[config.mk]
export PLATFORM = sky130hd
export DESIGN_NAME = loop_shift_chance
export DESIGN_NICKNAME = d
export VERILOG_FILES = /design/src/rtl/lsc_pkg.sv /design/src/rtl/lsc_sync.sv /design/src/rtl/lsc_chance.sv /design/src/rtl/lsc_stages.sv /design/src/rtl/loop_shift_chance.sv
export SDC_FILE = /design/constraint.sdc
export NUM_CORES = 1
export LEC_CHECK = 0
export BUFFER_PORTS_ARGS = -buffer_cell sky130_fd_sc_hd__buf_2
export CAP_MARGIN = 20
export CELL_PAD_IN_SITES_DETAIL_PLACEMENT = 0
export CELL_PAD_IN_SITES_GLOBAL_PLACEMENT = 1
export CORE_MARGIN = 10
export CORE_UTILIZATION = 38
export DETAILED_ROUTE_END_ITERATION = 12
export PLACE_DENSITY = 0.84
export SLEW_MARGIN = 20
export SYNTH_ARGS = -nofsm -noshare
export SYNTH_HDL_FRONTEND = slang
export SYNTH_SLANG_ARGS = --single-unit
[constraint.sdc]
create_clock -name clk -period 2.01 [get_ports clk]
set_input_delay 0.201 -clock clk [delete_from_list [all_inputs] [get_ports clk]]
set_output_delay 0.201 -clock clk [all_outputs]
set_load 0.03 [all_outputs]
[src/rtl/lsc_pkg.sv]
package lsc_pkg;

  typedef enum logic {
    DIR_FWD = 1'b0,
    DIR_REV = 1'b1
  } lsc_dir_e;

  // Clamp a signed length sum into the legal loop range 1..max_len.
  function automatic int clamp_len(input int raw, input int max_len);
    if (raw < 1) return 1;
    if (raw > max_len) return max_len;
    return raw;
  endfunction

endpackage

[src/rtl/lsc_sync.sv]
module lsc_sync #(
  parameter int W     = 1,
  parameter int DEPTH = 2
) (
  input  logic         clk,
  input  logic         rst,
  input  logic [W-1:0] din,
  output logic [W-1:0] dout
);

  for (genvar b = 0; b < W; b++) begin : g_bit
    logic [DEPTH-1:0] sh;
    always_ff @(posedge clk) begin
      if (rst) sh <= '0;
      else     sh <= {sh[DEPTH-2:0], din[b]};
    end
    assign dout[b] = sh[DEPTH-1];
  end

endmodule

[src/rtl/lsc_chance.sv]
module lsc_chance #(
  parameter int              CHANCE_W  = 8,
  parameter int              LFSR_W    = 16,
  parameter logic [LFSR_W-1:0] LFSR_TAPS = 16'hB400,
  parameter logic [LFSR_W-1:0] LFSR_SEED = 16'hACE1
) (
  input  logic                clk,
  input  logic                rst,
  input  logic [CHANCE_W-1:0] chance,
  output logic                take_xor
);

  localparam logic [CHANCE_W-1:0] CHANCE_MAX = {CHANCE_W{1'b1}};

  logic [LFSR_W-1:0]   lfsr_q;
  logic [CHANCE_W-1:0] rnd;

  // Free-running Galois sequence generator, advances every system cycle.
  always_ff @(posedge clk) begin
    if (rst) lfsr_q <= LFSR_SEED;
    else     lfsr_q <= {1'b0, lfsr_q[LFSR_W-1:1]} ^ (lfsr_q[0] ? LFSR_TAPS : '0);
  end

  assign rnd = lfsr_q[LFSR_W-1 -: CHANCE_W];

  // Full-scale chance pins the decision to recirculation.
  assign take_xor = (chance != CHANCE_MAX) && (rnd >= chance);

endmodule

[src/rtl/lsc_stages.sv]
module lsc_stages
  import lsc_pkg::*;
#(
  parameter int STAGES = 8,
  parameter int LEN_W  = 4
) (
  input  logic              clk,
  input  logic              rst,
  input  logic              step,
  input  lsc_dir_e          dir,
  input  logic [LEN_W-1:0]  len,
  input  logic              write,
  input  logic              data,
  input  logic              take_xor,
  output logic [STAGES-1:0] state,
  output logic              tap,
  output logic              loop_bit
);

  localparam int IDX_W = (STAGES > 1) ? $clog2(STAGES) : 1;

  logic [STAGES-1:0] state_q;
  logic [STAGES-1:0] nxt;
  logic [IDX_W-1:0]  loop_idx;
  logic              entry;
  logic              tap_q;

  always_comb begin
    if (dir == DIR_REV) loop_idx = IDX_W'(STAGES - int'(len));
    else                loop_idx = IDX_W'(int'(len) - 1);
  end

  assign loop_bit = state_q[loop_idx];
  assign entry    = write ? 1'b1 : (loop_bit ^ (take_xor & data));

  for (genvar i = 0; i < STAGES; i++) begin : g_stage
    logic fwd_src;
    logic rev_src;
    if (i == 0) begin : g_fwd_head
      assign fwd_src = entry;
    end else begin : g_fwd_body
      assign fwd_src = state_q[i-1];
    end
    if (i == STAGES-1) begin : g_rev_head
      assign rev_src = entry;
    end else begin : g_rev_body
      assign rev_src = state_q[i+1];
    end
    assign nxt[i] = (dir == DIR_REV) ? rev_src : fwd_src;
  end

  always_ff @(posedge clk) begin
    if (rst) begin
      state_q <= '0;
      tap_q   <= 1'b0;
    end else if (step) begin
      state_q <= nxt;
      tap_q   <= entry;
    end
  end

  assign state = state_q;
  assign tap   = tap_q;

endmodule

[src/rtl/loop_shift_chance.sv]
module loop_shift_chance
  import lsc_pkg::*;
#(
  parameter int                STAGES     = 8,
  parameter int                LEN_W      = $clog2(STAGES + 1),
  parameter int                CHANCE_W   = 8,
  parameter int                LFSR_W     = 16,
  parameter logic [LFSR_W-1:0] LFSR_TAPS  = 16'hB400,
  parameter logic [LFSR_W-1:0] LFSR_SEED  = 16'hACE1,
  parameter int                SYNC_DEPTH = 2
) (
  input  logic                clk,
  input  logic                rst,
  input  logic                step_in,
  input  logic                dir_gate_in,
  input  logic                dir_button_in,
  input  logic                write_in,
  input  logic                data_in,
  input  logic [LEN_W-1:0]    len_base,
  input  logic signed [LEN_W:0] len_mod,
  input  logic [CHANCE_W-1:0] chance,
  output logic [STAGES-1:0]   state_o,
  output logic                tap_o
);

  localparam int N_EDGE = 3;
  localparam int N_LVL  = 2;

  logic [N_EDGE-1:0] edge_lvl;
  logic [N_EDGE-1:0] edge_prev;
  logic [N_EDGE-1:0] edge_rise;
  logic [N_LVL-1:0]  lvl_sync;

  logic               step;
  logic               write_lvl;
  logic               data_lvl;
  lsc_dir_e           dir_q;
  logic               dir_flip;
  logic signed [LEN_W+1:0] len_sum;
  logic [LEN_W-1:0]   len_q;
  logic               take_xor;
  logic               loop_bit;

  lsc_sync #(.W(N_EDGE), .DEPTH(SYNC_DEPTH)) u_sync_edge (
    .clk  (clk),
    .rst  (rst),
    .din  ({dir_button_in, dir_gate_in, step_in}),
    .dout (edge_lvl)
  );

  lsc_sync #(.W(N_LVL), .DEPTH(SYNC_DEPTH)) u_sync_lvl (
    .clk  (clk),
    .rst  (rst),
    .din  ({data_in, write_in}),
    .dout (lvl_sync)
  );

  always_ff @(posedge clk) begin
    if (rst) edge_prev <= '0;
    else     edge_prev <= edge_lvl;
  end

  assign edge_rise = edge_lvl & ~edge_prev;
  assign step      = edge_rise[0];
  assign dir_flip  = edge_rise[1] | edge_rise[2];
  assign write_lvl = lvl_sync[0];
  assign data_lvl  = lvl_sync[1];

  always_ff @(posedge clk) begin
    if (rst)           dir_q <= DIR_FWD;
    else if (dir_flip) dir_q <= (dir_q == DIR_FWD) ? DIR_REV : DIR_FWD;
  end

  assign len_sum = $signed({2'b00, len_base}) + $signed({len_mod[LEN_W], len_mod});

  always_ff @(posedge clk) begin
    if (rst) len_q <= LEN_W'(STAGES);
    else     len_q <= LEN_W'(clamp_len(int'(len_sum), STAGES));
  end

  lsc_chance #(
    .CHANCE_W  (CHANCE_W),
    .LFSR_W    (LFSR_W),
    .LFSR_TAPS (LFSR_TAPS),
    .LFSR_SEED (LFSR_SEED)
  ) u_chance (
    .clk      (clk),
    .rst      (rst),
    .chance   (chance),
    .take_xor (take_xor)
  );

  lsc_stages #(.STAGES(STAGES), .LEN_W(LEN_W)) u_stages (
    .clk      (clk),
    .rst      (rst),
    .step     (step),
    .dir      (dir_q),
    .len      (len_q),
    .write    (write_lvl),
    .data     (data_lvl),
    .take_xor (take_xor),
    .state    (state_o),
    .tap      (tap_o),
    .loop_bit (loop_bit)
  );

endmodule

==> results.cfg, run 1 <==
[place]
dp_cells = 313
io_buffers = 32
routabilityCongestion = 0.821
dp_hpwl_mm = 2.77

[sta]
setup_viol = 0
rsz0062_at_grt = true
period_share_pct = 95.0
min_period_ns = 1.91
slew-limit-headroom_pct = 53.7
fin_skew_ns = 0.00535
worst_pin_slew_ns = 0.694
slew_viol_final = 0
finalHoldViolCount = 0
max_freq_ghz = 0.524

[global_route]
grt_max_degree = 44
gr-usage-all-layers_pct = 9.67
overflow = 0
antenna_found_initial = 0
grt_pass1_wl_mm = 6.87
grt_pass1_vias = 1597

[synth]
seq_area_frac_synth_pct = 42.0
synth_area_mm2 = 0.00200
avgSynthCellArea_um2 = 9.49
postSynthCellCount = 211
ys_seq_elements = 42
syn_nets = 250
synth_cell_types = 41
async_flop_share_pct = 0
synth_edf_count = 0
yosysWarnings = 0
synth_ff_type = dfxtp_1

[clock_network]
cts.path.max_buffers = 2
cts_buffers = 5
path_clk_slew_ns = 0.08
cts_root_buf = clkbuf_8
tritoncts = yes
htree_levels = 2
clock_latency_ns = 0.29
cts.sinks = 42

[die]
core_area_mm2 = 0.00511
dieArea_mm2 = 0.00857
fp.dieW_um = 92.6
io_pins = 33
die_y_um = 92.6
rows = 26
start_util_pct = 39.2

[drt]
wire_per_inst_um = 11.8
avgViaCountPerCell = 4.75
firstDrtPassIters = 4
drt_iter0_drc = 38
ant_nets = 0
num_vias = 1533
wirelength_mm = 3.81
route.detailed.drc = 0

[final_layout]
drive_gt1_share_pct = 30.4
fillCellCount = 503
final_nets = 291
layout_commonest_cell = dfxtp_1
final_cell_mix = 40 x dfxtp_1, 32 x buf_2, 20 x nor2b_1, 17 x nor2_1, 12 x buf_4
instances_no_fill = 323
syn_to_final_growth_pct = 23.8
diodes = 0

[worst_setup_path]
worstPathMaxFanout = 8
required_ns = 2.17
setup.worst_path.class = flop to flop
setup.worst_path.start_class = flop
end_kind = flop
arrival_ns = 2.07

[run]
max-cap-violations = 0

[hold_path]
hp-class = primary input to flop

[status]
status = finished clean

[pwr]
irDropWorstVdd_mv = 0.280
p_total_mw = 1.87
p_per_area_mw_per_mm2 = 754
p_leak_nw = 1.05
## synth_stat cells (3+ instances only)
library cell | number | share of area (%)
or2_2 | 7 | 2.2
mux2i_1 | 8 | 4.0
dfxtp_1 | 42 | 42
o22ai_1 | 3 | 0.94
ha_1 | 14 | 8.8
or3_1 | 3 | 0.94
nor4b_1 | 4 | 1.7
nor2b_1 | 20 | 6.3
a21o_1 | 6 | 2.2
and2_1 | 4 | 1.2
inv_1 | 14 | 2.6
nand2b_1 | 4 | 1.2
a21oi_1 | 7 | 1.7
nand4_1 | 4 | 1.2
clkbuf_1 | 6 | 1.1
nand2_1 | 4 | 0.75
buf_2 | 3 | 0.75
a211oi_1 | 8 | 3.0
xnor2_1 | 7 | 3.1
nor2_1 | 17 | 3.2
## final timing paths
path | startpoint | to | slack (ns) | depth (start not counted)
max | len_q[0] | u_stages.state[0] | 0.10 | 8
min | dir_button_in | u_sync_edge.g_bit[2].sh[0] | 0.11 | 2
max reg2reg | len_q[0] | u_stages.state[0] | 0.10 | 8
min reg2reg | u_chance.lfsr_q[1] | u_chance.lfsr_q[0] | 0.42 | 1
## cell families after synthesis
family | synth area share [%]
compound gates | 12.1
mux | 4.00
xor+xnor | 3.50
buf+inv | 5.06
simple gates | 23.6
fa+ha+maj | 9.75
flops | 42.0
## stage by stage
| stage | cell area [um2] | util [%] | setup TNS (ns) | hold WS, ns | setup slack (ns) |
|---|---|---|---|---|---|
| finish | 2480 | 48.5 | 0 | 0.114 | 0.101 |
| global placement | 2300 | 45.0 | -0.456 | 0.393 | -0.158 |
| detailed placement | 2300 | 45.0 | -0.799 | 0.396 | -0.178 |
| floorplan | 2030 | - | 0 | 0.329 | 0.00151 |
| global route | 2480 | 48.5 | -0.0867 | 0.122 | -0.0570 |
| CTS | 2400 | 47.1 | 0 | 0.102 | 0.00582 |
## sequential cells by signal, summed over array words and instances (netlist names)
register / count
dir_q: 1
edge_prev: 3
len_q: 3
u_chance.lfsr_q: 16
u_stages.state: 8
u_stages.tap: 1
u_sync_edge.g_bit.sh: 6
u_sync_lvl.g_bit.sh: 4
## area by class of cell
| class | count | area, um2 | area share (%) |
|---|---|---|---|
| Tap cell | 70 | 87.6 | 3.53 |
| Sequential cell | 42 | 843 | 34.0 |
| Clock inverter | 2 | 13.8 | 0.555 |
| Multi-Input combinational cell | 145 | 1160 | 46.7 |
| Clock buffer | 6 | 72.6 | 2.93 |
| Timing Repair Buffer | 44 | 250 | 10.1 |
| Inverter | 14 | 52.6 | 2.12 |
## worst max-delay path, cell delays in order (launching register included)
cell     delay, ns
dfxtp_2       0.33
inv_2         0.05
ha_4          0.26
or4b_4        0.47
o31a_1        0.12
nand4_1       0.09
mux2i_1       0.10
mux2i_2       0.24
o22ai_1       0.11
## routing by layer
layer  part of all wire (%)  track usage [%]
met1                     46             11.2
met2                     47             15.8
met3                    3.6             2.50
met4                    2.8             5.78
met5                      0                0
## power breakdown
part	switching [mW]	total, mW	internal [mW]
Combinational	0.204	0.425	0.220
Sequential	0.0328	0.914	0.881
Clock	0.286	0.531	0.245
## what timing repair did
action | in CTS | in global routing
resized for setup | 4 | 12
buffers inserted | 1 | 1
endpoints found under the hold margin | 0 | 0
hold buffers | 0 | 0
pin swaps | 2 | 6
endpoints found under the setup margin | 3 | 3
Power figures use the tool's default switching activity.
==> run 2, diff against run 1 <==
--- a/config.mk
+++ b/config.mk
@@ -9,11 +9,10 @@
 export CAP_MARGIN = 20
 export CELL_PAD_IN_SITES_DETAIL_PLACEMENT = 0
 export CELL_PAD_IN_SITES_GLOBAL_PLACEMENT = 1
-export CORE_MARGIN = 10
+export CORE_MARGIN = 4
 export CORE_UTILIZATION = 38
 export DETAILED_ROUTE_END_ITERATION = 12
 export PLACE_DENSITY = 0.84
-export SLEW_MARGIN = 20
 export SYNTH_ARGS = -nofsm -noshare
 export SYNTH_HDL_FRONTEND = slang
 export SYNTH_SLANG_ARGS = --single-unit
==> results.cfg, run 2 (synthesis gave the netlist of run 1 again) <==
[worst_setup_path]
setup.worst_path.start_class = flop
required_ns = 2.16
worstPathMaxFanout = 7
setup.worst_path.class = flop to flop
arrival_ns = 2.07
end_kind = flop

[die]
dieArea_mm2 = 0.00649
die_y_um = 80.6
core_area_mm2 = 0.00511
rows = 26
start_util_pct = 39.2
io_pins = 33
fp.dieW_um = 80.6

[pwr]
irDropWorstVdd_mv = 0.352
p_per_area_mw_per_mm2 = 799
swShare_pct = 26.2
p_leak_nw = 1.07
p_seq_share_pct = 45.7
internal-power_mw = 1.48
p_clk_share_pct = 32.3
p_sw_mw = 0.526
p_comb_share_pct = 22.1

[clock_network]
htree_levels = 2
cts.path.max_buffers = 2
holdBufCountCts = 0
tritoncts = yes
cts_buffers = 5
cts.sinks = 42
cts_root_buf = clkbuf_8
clock_latency_ns = 0.29
path_clk_slew_ns = 0.08

[drt]
num_vias = 1530
drt_iter0_drc = 66
route.detailed.drc = 0
firstDrtPassIters = 4
wire_per_inst_um = 11.2
ant_nets = 0
wirelength_mm = 3.63
avgViaCountPerCell = 4.72

[final_layout]
layout_commonest_cell = dfxtp_1
final_cell_mix = 38 x dfxtp_1, 32 x buf_2, 20 x nor2b_1, 17 x nor2_1
largest_register_ffs = 16
final_core_util_pct = 49.2
diodes = 0
fillCellCount = 485
drive_gt1_share_pct = 31.1
final_nets = 292
syn_to_final_growth_pct = 25.5
largest-register = u_chance.lfsr_q
instances_no_fill = 324

[sta]
worst_pin_slew_ns = 0.701
period_share_pct = 95.3
rsz0062_at_grt = true
fin_skew_ns = 0.00744
finalHoldViolCount = 0
max_freq_ghz = 0.522
setup_viol = 0
slew-limit-headroom_pct = 53.3
min_period_ns = 1.91
slew_viol_final = 0

[place]
dp_hpwl_mm = 2.51
dp_cells = 314
io_buffers = 32
routabilityCongestion = 0.747

[run]
max-cap-violations = 0

[global_route]
gr-usage-all-layers_pct = 12.2
overflow = 0
grt_max_degree = 44
grt_pass1_wl_mm = 6.15
antenna_found_initial = 0
grt_pass1_vias = 1454

[status]
status = finished clean

[hold_path]
hp-class = primary input to flop
[run 2: area by class of cell]
type / instances / area, um2 / share of cell area (%)
Timing Repair Buffer: 45 / 265 / 10.6
Clock buffer: 5 / 68.8 / 2.74
Tap cell: 70 / 87.6 / 3.49
Multi-Input combinational cell: 145 / 1150 / 45.9
Clock inverter: 3 / 40.0 / 1.59
Inverter: 14 / 52.6 / 2.09
Sequential cell: 42 / 846 / 33.7
[run 2: power groups by stage]
stage          registers, mW  clock network [mW]  logic (mW)
2_1_floorplan          0.942                   0       0.266
6_report               0.917               0.648       0.443
5_1_grt                0.924               0.706       0.493
3_5_place_dp           0.934                   0       0.378
4_1_cts                0.915               0.674       0.393
3_3_place_gp           0.933                   0       0.373
[run 2: final timing paths]
path / startpoint / end / slack (ns) / cells after the start
worst max-delay path: len_q[1] / u_stages.state[0] / 0.1 / 9
worst min-delay path: step_in / u_sync_edge.g_bit[0].sh[0] / 0.12 / 2
worst max register to register: len_q[1] / u_stages.state[0] / 0.1 / 9
worst min register to register: u_chance.lfsr_q[1] / u_chance.lfsr_q[0] / 0.41 / 1
[run 2: worst max-delay path, stage by stage (launching register included)]
cell and delay [ns]:
dfxtp_2 0.32, inv_2 0.04, ha_4 0.26, buf_6 0.12, nor4b_1 0.13, nor2_1 0.12, nand4_1 0.12, mux2i_2 0.26
mux2i_4 0.31, o22ai_1 0.10
[run 2: repair_timing]
| action | in CTS | in global routing |
|---|---|---|
| buffers inserted | 0 | 2 |
| resized for setup | 4 | 15 |
| pin swaps | 1 | 5 |
| endpoints found under the setup margin | 3 | 3 |
| endpoints found under the hold margin | 0 | 0 |
[run 2: routing by layer]
layer,up-vias,GRT usage [%],wire (um)
met3,2,3.14,129
li1,810,-,-
met5,-,0,0
met2,23,20.6,1740
met4,0,6.08,48
met1,695,14.0,1720
[run 2: through the flow]
stage                     hold WS [ns]  total power, mW  setup TNS, ns  area, um2  setup WS, ns
after CTS                        0.102             1.98              0       2430        0.0191
final                            0.118             2.01              0       2510        0.0954
after detailed placement         0.395             1.31         -0.516       2300        -0.180
after floorplan                  0.329             1.21              0       2030       0.00151
after global placement           0.392             1.31         -0.464       2300        -0.156
after global routing             0.105             2.12        -0.0642       2510       -0.0439
==> run 3, diff against run 2 <==
--- a/config.mk
+++ b/config.mk
@@ -13,6 +13,7 @@
 export CORE_UTILIZATION = 38
 export DETAILED_ROUTE_END_ITERATION = 12
 export PLACE_DENSITY = 0.84
+export REMOVE_ABC_BUFFERS = 1
 export SYNTH_ARGS = -nofsm -noshare
 export SYNTH_HDL_FRONTEND = slang
 export SYNTH_SLANG_ARGS = --single-unit
==> results.cfg, run 3 (synthesis gave the netlist of run 1 again) <==
[status]
status = finished clean

[global_route]
antenna_found_initial = 0
grt_max_degree = 44
gr-usage-all-layers_pct = 12.0
grt_pass1_wl_mm = 6.07
grt_pass1_vias = 1405
overflow = 0

[sta]
slew-limit-headroom_pct = 51.7
worst_pin_slew_ns = 0.724
min_period_ns = 1.92
setup_viol = 0
slew_viol_final = 0
finalWorstSetupSlack_ns = 0.0876
fin_skew_ns = 0.00627
max_freq_ghz = 0.520
whs_ns = 0.101
period_share_pct = 95.6
finalHoldViolCount = 0

[final_layout]
layout_commonest_cell = dfxtp_1
diodes = 0
fin_area_mm2 = 0.00251
final_cell_mix = 38 x dfxtp_1, 32 x buf_2, 20 x nor2b_1, 17 x nor2_1, 12 x ha_1
seqCellArea_um2 = 846
largest_register_ffs = 16
largest-register = u_chance.lfsr_q
final_nets = 292
drive_gt1_share_pct = 32.7
fillCellCount = 503
syn_to_final_growth_pct = 25.6
multi_input_area_mm2 = 0.00117

[drt]
route.detailed.drc = 0
avgViaCountPerCell = 4.69
ant_nets = 0
wire_per_inst_um = 11.4
wirelength_mm = 3.69
firstDrtPassIters = 4
drt_iter0_drc = 64
num_vias = 1518

[worst_setup_path]
setup.worst_path.start_class = flop
end_kind = flop
worstPathMaxFanout = 3
required_ns = 2.18
arrival_ns = 2.09
setup.worst_path.class = flop to flop

[place]
pre_cts_slack_ns = -0.321
dp_hpwl_mm = 2.47
io_buffers = 32
placed_cell_area_mm2 = 0.00228
routabilityCongestion = 0.794

[die]
die_y_um = 80.6
io_pins = 33
dieArea_mm2 = 0.00649
fp.dieW_um = 80.6
core_area_mm2 = 0.00511
start_util_pct = 39.2
rows = 26

[pwr]
irDropWorstVdd_mv = 0.329
p_total_mw = 1.94
p_per_area_mw_per_mm2 = 772
p_leak_nw = 1.06

[clock_network]
holdBufCountCts = 0
path_clk_slew_ns = 0.09
tritoncts = yes
cts.path.max_buffers = 2
cts.sinks = 42
cts_root_buf = clkbuf_8
htree_levels = 2
cts_buffers = 5
clock_latency_ns = 0.30

[run]
max-cap-violations = 0

[hold_path]
hp-class = primary input to flop
==> run 3: worst max-delay path, cell delays in order, from the launching register on <==
cell and delay, ns:
dfxtp_2 0.34, inv_2 0.04, ha_4 0.22, nand2b_4 0.15
a2111oi_4 0.37, o221ai_2 0.17, a21o_1 0.22, mux2i_4 0.18
a211oi_2 0.09
==> run 3: layer usage <==
layer  vias to the layer above  GRT usage [%]  share of wire [%]
met2                        24           18.7                 46
met4                         0           7.09                2.5
met1                       675           14.4                 47
li1                        811              -                  -
met3                         8           3.59                4.3
met5                         -              0                  0
==> run 3: cell type report <==
cell class / instances / area share (%)
clock inverters: 3 / 0.996
multi-input cells: 145 / 46.5
repair buffers: 45 / 10.6
clock buffers: 5 / 2.74
well taps: 70 / 3.48
flip-flops and latches: 42 / 33.6
inverters: 14 / 2.09
==> run 3: metrics by stage <==
| stage | std cells | setup TNS (ns) | util, % |
|---|---|---|---|
| after floorplan | 201 | -0.639 | - |
| after global placement | 313 | -1.07 | 44.6 |
| after detailed placement | 313 | -1.13 | 44.6 |
| after CTS | 322 | 0 | 47.1 |
| after global routing | 324 | -0.0392 | 49.2 |
| final | 324 | 0 | 49.2 |
==> run 3: worst paths after layout <==
path / from / endpoint / slack [ns] / depth (start not counted)
worst max-delay path: u_chance.lfsr_q[8] / u_stages.tap / 0.09 / 8
worst max register to register: u_chance.lfsr_q[8] / u_stages.tap / 0.09 / 8
worst min register to register: u_chance.lfsr_q[1] / u_chance.lfsr_q[0] / 0.41 / 1
worst min-delay path: data_in / u_sync_lvl.g_bit[1].sh[0] / 0.10 / 2
==> run 3: timing repair <==
item                       CTS  global route
setup endpoints to repair    5             5
buffers inserted             1             2
pin swaps                    3            11
resized for setup            6            23
==> run 3: where the power goes <==
part | switching [mW] | internal (mW)
logic | 0.215 | 0.238
clock network | 0.321 | 0.251
registers | 0.0341 | 0.882
